--- src/rtl/sram_word_pkg.sv ---
package sram_word_pkg;

    localparam int ADDR_W = 16;
    localparam int BYTE_W = 8;
    localparam int WAIT_W = 3;
    localparam int AHI_W  = ADDR_W - BYTE_W;

    typedef enum logic [2:0] {
        PH_IDLE,
        PH_ADDR,
        PH_STROBE,
        PH_GAP,
        PH_RELEASE,
        PH_TURN
    } phase_e;

    // captured command
    typedef struct packed {
        logic [ADDR_W-1:0] addr;
        logic [BYTE_W-1:0] hi;
        logic [BYTE_W-1:0] lo;
        logic [WAIT_W-1:0] wait_cfg;
        logic              rel;
        logic              wr;
    } req_t;

    // sequencer state
    typedef struct packed {
        phase_e            ph;
        logic              sel;
        logic [WAIT_W-1:0] cnt;
    } seq_t;

    // pin-level control decoded from the sequencer
    typedef struct packed {
        logic ale;
        logic rd_n;
        logic wr_n;
        logic a0;
        logic oe;
    } pin_ctl_t;

    function automatic logic strobe_last(input seq_t s);
        return (s.ph == PH_STROBE) && (s.cnt == '0);
    endfunction

    function automatic logic [AHI_W-1:0] addr_high(input logic [ADDR_W-1:0] a);
        return a[ADDR_W-1:BYTE_W];
    endfunction

endpackage

--- src/rtl/sram_cmd_accept.sv ---
module sram_cmd_accept
    import sram_word_pkg::*;
(
    input  logic              clk,
    input  logic              rst,
    input  logic              idle,
    input  logic              rd_cmd,
    input  logic              wr_cmd,
    input  logic [ADDR_W-1:0] addr,
    input  logic [BYTE_W-1:0] wdata_hi,
    input  logic [BYTE_W-1:0] wdata_lo,
    input  logic [WAIT_W-1:0] cfg_wait,
    input  logic              cfg_release,
    output logic              accept,
    output req_t              req,
    output logic              err
);

    logic any_cmd;
    logic refuse;

    assign any_cmd = rd_cmd | wr_cmd;
    assign accept  = idle & (rd_cmd ^ wr_cmd);
    assign refuse  = any_cmd & ~accept;

    always_ff @(posedge clk) begin
        if (rst) begin
            req <= '0;
            err <= 1'b0;
        end else begin
            if (accept) begin
                req.addr     <= addr;
                req.hi       <= wdata_hi;
                req.lo       <= wdata_lo;
                req.wait_cfg <= cfg_wait;
                req.rel      <= cfg_release & rd_cmd;
                req.wr       <= wr_cmd;
            end
            if (refuse) begin
                err <= 1'b1;
            end
        end
    end

endmodule

--- src/rtl/sram_phase_seq.sv ---
module sram_phase_seq
    import sram_word_pkg::*;
(
    input  logic clk,
    input  logic rst,
    input  logic accept,
    input  req_t req,
    output seq_t st,
    output logic idle,
    output logic cap_hi,
    output logic cap_lo,
    output logic done
);

    seq_t nxt;

    assign idle   = (st.ph == PH_IDLE);
    assign cap_hi = strobe_last(st) & ~st.sel & ~req.wr;
    assign cap_lo = strobe_last(st) &  st.sel & ~req.wr;

    always_comb begin
        nxt = st;
        unique case (st.ph)
            PH_IDLE: begin
                if (accept) begin
                    nxt.ph  = PH_ADDR;
                    nxt.sel = 1'b0;
                    nxt.cnt = '0;
                end
            end
            PH_ADDR: begin
                nxt.ph  = PH_STROBE;
                nxt.cnt = req.wait_cfg;
            end
            PH_STROBE: begin
                if (st.cnt != '0) begin
                    nxt.cnt = st.cnt - 1'b1;
                end else if (!st.sel) begin
                    nxt.ph  = PH_GAP;
                    nxt.sel = 1'b1;
                end else if (req.rel) begin
                    nxt.ph = PH_RELEASE;
                end else begin
                    nxt.ph = PH_TURN;
                end
            end
            PH_GAP: begin
                nxt.ph  = PH_STROBE;
                nxt.cnt = req.wait_cfg;
            end
            PH_RELEASE: nxt.ph = PH_TURN;
            PH_TURN: begin
                nxt.ph  = PH_IDLE;
                nxt.sel = 1'b0;
            end
            default: nxt.ph = PH_IDLE;
        endcase
    end

    always_ff @(posedge clk) begin
        if (rst) begin
            st.ph  <= PH_IDLE;
            st.sel <= 1'b0;
            st.cnt <= '0;
            done   <= 1'b0;
        end else begin
            st <= nxt;
            if (accept) begin
                done <= 1'b0;
            end else if (st.ph == PH_TURN) begin
                done <= 1'b1;
            end
        end
    end

endmodule

--- src/rtl/sram_bus_drive.sv ---
module sram_bus_drive
    import sram_word_pkg::*;
(
    input  seq_t              st,
    input  req_t              req,
    output pin_ctl_t          ctl,
    output logic [BYTE_W-1:0] ad,
    output logic [AHI_W-1:0]  ah
);

    logic in_byte;

    assign in_byte = (st.ph == PH_STROBE) || (st.ph == PH_GAP);

    always_comb begin
        ctl.ale  = (st.ph == PH_ADDR);
        ctl.rd_n = ~((st.ph == PH_STROBE) && !req.wr);
        ctl.wr_n = ~((st.ph == PH_STROBE) &&  req.wr);
        ctl.a0   = in_byte & st.sel;
        ctl.oe   = (st.ph == PH_ADDR) || (in_byte && req.wr);
    end

    always_comb begin
        if (st.ph == PH_ADDR) begin
            ad = req.addr[BYTE_W-1:0];
        end else if (in_byte && req.wr) begin
            ad = st.sel ? req.lo : req.hi;
        end else begin
            ad = '0;
        end
    end

    assign ah = addr_high(req.addr);

endmodule

--- src/rtl/sram_rd_capture.sv ---
module sram_rd_capture
    import sram_word_pkg::*;
(
    input  logic              clk,
    input  logic              rst,
    input  logic              cap_hi,
    input  logic              cap_lo,
    input  logic [BYTE_W-1:0] din,
    output logic [BYTE_W-1:0] hi,
    output logic [BYTE_W-1:0] lo
);

    always_ff @(posedge clk) begin
        if (rst) begin
            hi <= '0;
            lo <= '0;
        end else begin
            if (cap_hi) hi <= din;
            if (cap_lo) lo <= din;
        end
    end

endmodule

--- src/rtl/sram_word_ctrl.sv ---
module sram_word_ctrl
    import sram_word_pkg::*;
(
    input  logic              clk,
    input  logic              rst,
    input  logic [ADDR_W-1:0] addr_i,
    input  logic [BYTE_W-1:0] wdata_hi_i,
    input  logic [BYTE_W-1:0] wdata_lo_i,
    input  logic              rd_cmd_i,
    input  logic              wr_cmd_i,
    input  logic [WAIT_W-1:0] cfg_wait_i,
    input  logic              cfg_release_i,
    output logic [BYTE_W-1:0] rdata_hi_o,
    output logic [BYTE_W-1:0] rdata_lo_o,
    output logic              busy_o,
    output logic              done_o,
    output logic              err_o,
    output logic [BYTE_W-1:0] ad_o,
    input  logic [BYTE_W-1:0] ad_i,
    output logic              ad_oe_o,
    output logic [AHI_W-1:0]  ah_o,
    output logic              ale_o,
    output logic              rd_n_o,
    output logic              wr_n_o,
    output logic              a0_o
);

    logic     accept;
    logic     idle;
    logic     cap_hi;
    logic     cap_lo;
    req_t     req;
    seq_t     st;
    pin_ctl_t ctl;

    sram_cmd_accept u_accept (
        .clk         (clk),
        .rst         (rst),
        .idle        (idle),
        .rd_cmd      (rd_cmd_i),
        .wr_cmd      (wr_cmd_i),
        .addr        (addr_i),
        .wdata_hi    (wdata_hi_i),
        .wdata_lo    (wdata_lo_i),
        .cfg_wait    (cfg_wait_i),
        .cfg_release (cfg_release_i),
        .accept      (accept),
        .req         (req),
        .err         (err_o)
    );

    sram_phase_seq u_seq (
        .clk    (clk),
        .rst    (rst),
        .accept (accept),
        .req    (req),
        .st     (st),
        .idle   (idle),
        .cap_hi (cap_hi),
        .cap_lo (cap_lo),
        .done   (done_o)
    );

    sram_bus_drive u_drive (
        .st  (st),
        .req (req),
        .ctl (ctl),
        .ad  (ad_o),
        .ah  (ah_o)
    );

    sram_rd_capture u_cap (
        .clk    (clk),
        .rst    (rst),
        .cap_hi (cap_hi),
        .cap_lo (cap_lo),
        .din    (ad_i),
        .hi     (rdata_hi_o),
        .lo     (rdata_lo_o)
    );

    assign busy_o  = ~idle;
    assign ale_o   = ctl.ale;
    assign rd_n_o  = ctl.rd_n;
    assign wr_n_o  = ctl.wr_n;
    assign a0_o    = ctl.a0;
    assign ad_oe_o = ctl.oe;

endmodule

--- config.mk ---
export PLATFORM = sky130hd
export DESIGN_NAME = sram_word_ctrl
export DESIGN_NICKNAME = d
export VERILOG_FILES = /design/src/rtl/sram_word_pkg.sv /design/src/rtl/sram_cmd_accept.sv /design/src/rtl/sram_phase_seq.sv /design/src/rtl/sram_bus_drive.sv /design/src/rtl/sram_rd_capture.sv /design/src/rtl/sram_word_ctrl.sv
export SDC_FILE = /design/constraint.sdc
export NUM_CORES = 1
export LEC_CHECK = 0
export ABC_AREA = 0
export CAP_MARGIN = 40
export CORE_UTILIZATION = 42
export CTS_BUF_LIST = sky130_fd_sc_hd__clkbuf_8
export DETAILED_ROUTE_END_ITERATION = 16
export PLACE_DENSITY = 0.88
export SETUP_SLACK_MARGIN = 0.4
export SYNTH_ARGS = -nofsm -noshare
export SYNTH_HDL_FRONTEND = slang
export SYNTH_SLANG_ARGS = --single-unit
--- constraint.sdc ---
create_clock -name clk -period 1.8 [get_ports clk]
set_clock_uncertainty 0.2 [all_clocks]
set_input_delay 0.27 -clock clk [delete_from_list [all_inputs] [get_ports clk]]
set_output_delay 0.27 -clock clk [all_outputs]
set_load 0.03 [all_outputs]
==> results of run 1 <==
## cells in the mapped netlist (5+ instances only)
| library cell | instances | share of area |
|---|---|---|
| buf_4 | 9 | 0.026 |
| dfxtp_1 | 62 | 0.48 |
| clkbuf_1 | 5 | 0.0073 |
| o21ai_0 | 9 | 0.017 |
| a22o_1 | 39 | 0.13 |
| nand2_1 | 39 | 0.057 |
| inv_1 | 5 | 0.0073 |
| mux2i_1 | 24 | 0.093 |
| a21oi_1 | 5 | 0.0097 |
## report_power, final
group	internal, mW	switching (mW)	leakage, nW
registers	1.49	0.0772	0.508
logic	0.582	0.538	1.29
clock network	0.803	0.566	0.119
## what timing repair did
action / CTS / global route
hold endpoints to repair: 0 / 0
gates cloned: 8 / 3
setup buffers: 18 / 12
gates resized for setup: 199 / 30
hold buffers: 0 / 0
endpoints found under the setup margin: 100 / 81
pin swaps: 53 / 11
## kinds of logic (layout without fill, tap and decap cells)
group | Yosys count | after routing | synth area share
mux | 24 | 24 | 0.09325
flops | 62 | 62 | 0.4818
buf+inv | 32 | 163 | 0.09859
simple gates | 65 | 72 | 0.1297
compound gates | 60 | 60 | 0.1821
fa+ha+maj | 3 | 3 | 0.01457
## routing by layer
layer  wire length [um]  vias to the layer above  track usage
met5                  0                        -            0
li1                   -                     1150            -
met3                722                       13      0.08068
met1               3341                     1195       0.3115
met2               4270                      107       0.4077
met4                135                        0       0.1196
## flip-flops by register name (all words and copies together) (netlist names)
name / count
u_accept.req: 37
u_cap.hi: 8
u_cap.lo: 8
u_seq.st: 7
u_accept.err: 1
u_seq.done: 1
## critical path, stage by stage (launching register included)
cell,delay (ps)
dfxtp_2,340
buf_8,120
nor3b_4,220
buf_6,140
buf_16,120
nand2_4,50
o21ai_2,70
buf_6,160
## stage by stage
step	utilization	hold WS, ps	area (sq um)
global route	0.7350	267.9	4352
finish	0.7350	247.6	4352
global placement	0.6040	235.5	3576
CTS	0.6944	249.4	4111
detailed placement	0.6040	240.8	3576
floorplan	-	191.3	2680
## cell type report
class | instances | area, sq um
Inverter | 6 | 35.03
Timing Repair Buffer | 141 | 1401
Clock inverter | 6 | 77.57
Sequential cell | 62 | 1246
Tap cell | 75 | 93.84
Multi-Input combinational cell | 159 | 1360
Clock buffer | 10 | 137.6
Fill cell | 355 | 1569
## final timing paths
check | startpoint | to | slack [ps] | depth (start not counted)
max | u_seq.st[5]$_SDFFE_PP0P_ | ad_o[0] | -250 | 7
min | u_accept.err$_SDFFE_PP0P_ | u_accept.err$_SDFFE_PP0P_ | 250 | 1
max reg2reg | u_seq.st[5]$_SDFFE_PP0P_ | u_accept.req[16]$_SDFFE_PP0P_ | -220 | 9
min reg2reg | u_accept.err$_SDFFE_PP0P_ | u_accept.err$_SDFFE_PP0P_ | 250 | 1
==> impl_metrics.env, run 1 <==
export IMPL_status="finished, violations left"
export IMPL_violations="negative setup slack"
export IMPL_grtUsageTotal=0.2555
export IMPL_overflow=0
export IMPL_max_freq_mhz=487.8
export IMPL_routabilityCongestion=0.7832
export IMPL_powerDensity_nw_per_um2=932.1
export IMPL_drtAntennaViolNets=0
export IMPL_pre_cts_slack_ps=-625.7
export IMPL_cts_tree="done"
export IMPL_clk_latency_ps=350
export IMPL_clock_sinks=62
export IMPL_syn_area_per_cell_sq_um=10.47
export IMPL_initial_utilization=0.4351
export IMPL_drtIter0Drc=147
export IMPL_io_buffer_count=87
export IMPL_finalNonFillerCells=459
export IMPL_dp_cells=402
export IMPL_p_total_mw=4.056
export IMPL_vias=2465
export IMPL_syn2layout_area_growth_pct=68.92
export IMPL_timing_final_crit_share=1.139
export IMPL_synthesis_area_sq_um=2576
export IMPL_arrival_ps=1580
export IMPL_grt_pass1_wl_um=12010
export IMPL_setup_viol=64
export IMPL_ir_drop_mv=0.5861
export IMPL_drt_pass1_iterations=4
export IMPL_layout_common_cells="dfxtp_1 (58), clkdlybuf4s50_1 (44), a22o_1 (39), nand2_1 (33), buf_6 (31)"
export IMPL_drive_gt1_frac=0.4271
export IMPL_fin_crit_ps=2050
export IMPL_die_w_um=80.32
export IMPL_final_hold_violation_count=0
export IMPL_synth_cell_types=33
export IMPL_setup_ws_ps=-250.1
export IMPL_die_area_sq_um=6451
export IMPL_yosysWarnings=0
export IMPL_async_reset_ff_frac=0
export IMPL_synthCells=246
export IMPL_cts_buffers=9
export IMPL_max_cap_viol_count=0
export IMPL_htreeDepth=3
export IMPL_rows=28
export IMPL_synthFlopType="dfxtp_1"
export IMPL_cp_max_fo=5
export IMPL_synth_edf_count=0
export IMPL_fp_dieH_um=80.32
export IMPL_grt_max_degree=26
export IMPL_syn_num_nets=297
export IMPL_post_drt_wl_per_cell_um=18.45
export IMPL_yosysSeqAreaShare=0.4818
export IMPL_final_common_cell="dfxtp_1"
export IMPL_ys_seq_elements=62
export IMPL_fin_nets=430
export IMPL_core_area_sq_um=5921
export IMPL_maxSlewViolCount=0
export IMPL_worst_pin_slew_ps=601.0
export IMPL_clkTransAtPathRegs_ps=70
export IMPL_start_kind="flop"
export IMPL_end_kind="output port"
export IMPL_root_buffer="clkbuf_8"
export IMPL_grt_pass1_vias=2359
export IMPL_io_pins=88
export IMPL_clk_path_buf_depth=2
export IMPL_vias_per_cell=5.370
export IMPL_min_path_type="flop to flop"
export IMPL_drt_wl_total_um=8468
export IMPL_slew_headroom=0.5994
export IMPL_required_ps=1330
export IMPL_drc=0
export IMPL_num_antenna_cells=0
export IMPL_power_leakage_nw=1.917
export IMPL_tns_ps=-10260
export IMPL_antenna_found_initial=0
export IMPL_grt_setup_unrepaired="yes"
export IMPL_dpl_hpwl_um=4059
export IMPL_crit_type="flop to output port"
No activity file was read; power rests on OpenSTA's default activity.
==> run 2: changes to the inputs <==
Settings changed: CORE_UTILIZATION 42 to 30, MAX_ROUTING_LAYER from default to met4, PLACE_DENSITY 0.88 to 0.69.
==> run 2 against run 1 <==
The run still ends with negative setup slack left. Register-to-register slack about the same. Global-route usage down 6.8 points. Final cell count up 5.9%. Critical endpoint is now u_accept.req[0]$_SDFFE_PP0P_. Sequential share of layout area down 0.78 points. Critical path type is now flop to flop. Clock power down 19%. Critical path depth up 3. Core utilization down 19 points. Via count down 2.6%. Worst hold slack worse by 35 ps. First-iteration DRC count down 51%. Die area up 39%. Routed wire length down 5.3%.
==> impl_metrics.env, run 2 (synthesized netlist as in run 1, its figures left out) <==
export IMPL_status="finished, violations left"
export IMPL_violations="negative setup slack"
export IMPL_grt_pass1_wl_um=12110
export IMPL_drive_gt1_frac=0.4383
export IMPL_finalNonFillerCells=486
export IMPL_io_buffer_count=87
export IMPL_rows=33
export IMPL_stdcell_area_sq_um=4487
export IMPL_dpl_hpwl_um=4361
export IMPL_grt_setup_unrepaired="yes"
export IMPL_hold_path_depth=2
export IMPL_htreeDepth=3
export IMPL_largest_register="u_accept.req"
export IMPL_p_int_mw=2.672
export IMPL_vias_per_cell=4.938
export IMPL_seqPwrFrac=0.405
export IMPL_die_w_um=94.67
export IMPL_max_freq_mhz=493.4
export IMPL_p_total_mw=3.873
export IMPL_clock_sinks=62
export IMPL_drt_wl_total_um=8022
export IMPL_io_pins=88
export IMPL_combPwrFrac=0.307
export IMPL_fin_nets=428
export IMPL_rrSetupSlack_ps=-230
export IMPL_reg_largest_list="u_accept.req (37), u_cap.hi (8), u_cap.lo (8)"
export IMPL_pwr_share_clk=0.288
export IMPL_power_leakage_nw=1.956
export IMPL_syn2layout_area_growth_pct=74.16
export IMPL_antenna_found_initial=0
export IMPL_setup_ws_ps=-226.8
export IMPL_drc=0
export IMPL_root_buffer="clkbuf_8"
export IMPL_timing_final_crit_share=1.126
export IMPL_drt_pass1_iterations=4
export IMPL_layout_common_cells="dfxtp_1 (55), clkdlybuf4s50_1 (44), a22o_1 (39), nand2_1 (32), buf_6 (29)"
export IMPL_num_antenna_cells=0
export IMPL_post_drt_wl_per_cell_um=16.51
export IMPL_slew_headroom=0.5359
export IMPL_cts_buffers=9
export IMPL_start_kind="flop"
export IMPL_final_hold_violation_count=0
export IMPL_placed_area_sq_um=3598
export IMPL_die_area_sq_um=8962
export IMPL_required_ps=1900
export IMPL_cts_tree="done"
export IMPL_pre_cts_slack_ps=-660.7
export IMPL_ff2ff_path_depth=10
export IMPL_routabilityCongestion=0.7439
export IMPL_worst_pin_slew_ps=696.1
export IMPL_max_cap_viol_count=0
export IMPL_min_path_type="primary input to flop"
export IMPL_crit_type="flop to flop"
export IMPL_final_core_util=0.5433
export IMPL_cp_max_fo=8
export IMPL_arrival_ps=2120
export IMPL_vias=2400
export IMPL_core_area_sq_um=8258
export IMPL_ir_drop_mv=0.4505
export IMPL_clk_path_buf_depth=2
export IMPL_switching_power_mw=1.201
export IMPL_setup_viol=52
export IMPL_fp_dieH_um=94.67
export IMPL_grt_max_degree=26
export IMPL_drtIter0Drc=72
export IMPL_initial_utilization=0.3120
export IMPL_maxSlewViolCount=0
export IMPL_drtAntennaViolNets=0
export IMPL_sw_frac_of_total=0.3101
export IMPL_clkTransAtPathRegs_ps=80
export IMPL_final_common_cell="dfxtp_1"
export IMPL_overflow=0
export IMPL_end_kind="flop"
export IMPL_grtUsageTotal=0.1876
export IMPL_largest_reg_flops=37
export IMPL_powerDensity_nw_per_um2=863.2
export IMPL_fin_crit_ps=2027
export IMPL_clk_latency_ps=350
export IMPL_grt_pass1_vias=2429
export IMPL_dp_cells=430
[run 2: final timing paths]
kind	to	start
setup / recovery	u_accept.req[0]$_SDFFE_PP0P_	u_seq.st[5]$_SDFFE_PP0P_
hold / removal	u_accept.req[0]$_SDFFE_PP0P_	wr_cmd_i
setup reg to reg	u_accept.req[0]$_SDFFE_PP0P_	u_seq.st[5]$_SDFFE_PP0P_
hold reg to reg	u_accept.err$_SDFFE_PP0P_	u_accept.err$_SDFFE_PP0P_
[run 2: layout make-up]
| class | count | area [sq um] |
|---|---|---|
| Fill cell | 691 | 3771 |
| Timing Repair Buffer | 142 | 1539 |
| Multi-Input combinational cell | 156 | 1358 |
| Sequential cell | 62 | 1250 |
| Clock buffer | 10 | 137.6 |
| Tap cell | 105 | 131.4 |
| Clock inverter | 5 | 36.28 |
| Inverter | 6 | 35.03 |
[run 2: layer usage]
metal  up-vias  track usage  wire length (um)
met3        25      0.04509               425
li1       1143            -                 -
met4         0      0.09091               216
met2        81       0.3046              4041
met1      1151       0.2162              3338
met5         -            -                 0
[run 2: worst max-delay path, cell delays in order, from the launching register on]
cell and delay [ps]:
dfxtp_2 330, buf_8 120, buf_6 120, buf_6 120
nor4b_4 280, buf_4 170, and2_4 160, buf_12 110
buf_12 110, buf_12 120, a22o_1 130
[run 2: through the flow]
step | TNS (ps) | hold WS [ps]
4_1_cts | -6913 | 189.4
2_1_floorplan | 0 | 191.3
3_5_place_dp | -25730 | 238.8
3_3_place_gp | -23200 | 238.2
5_1_grt | -11950 | 197.1
6_report | -9629 | 212.9
[run 2: power groups by stage]
stage               logic, mW  registers [mW]  clock network [mW]
finish                   1.19            1.57                1.11
global route             1.25            1.58                1.20
CTS                      1.08            1.56                1.12
detailed placement      0.799            1.59                   0
global placement        0.785            1.58                   0
floorplan               0.501            1.61                   0
[run 2: what timing repair did]
item | in CTS | in global routing
endpoints found under the setup margin | 100 | 81
hold buffers | 0 | 0
cloned | 10 | 2
buffers inserted | 19 | 10
gates resized for setup | 196 | 36
pin swaps | 31 | 23
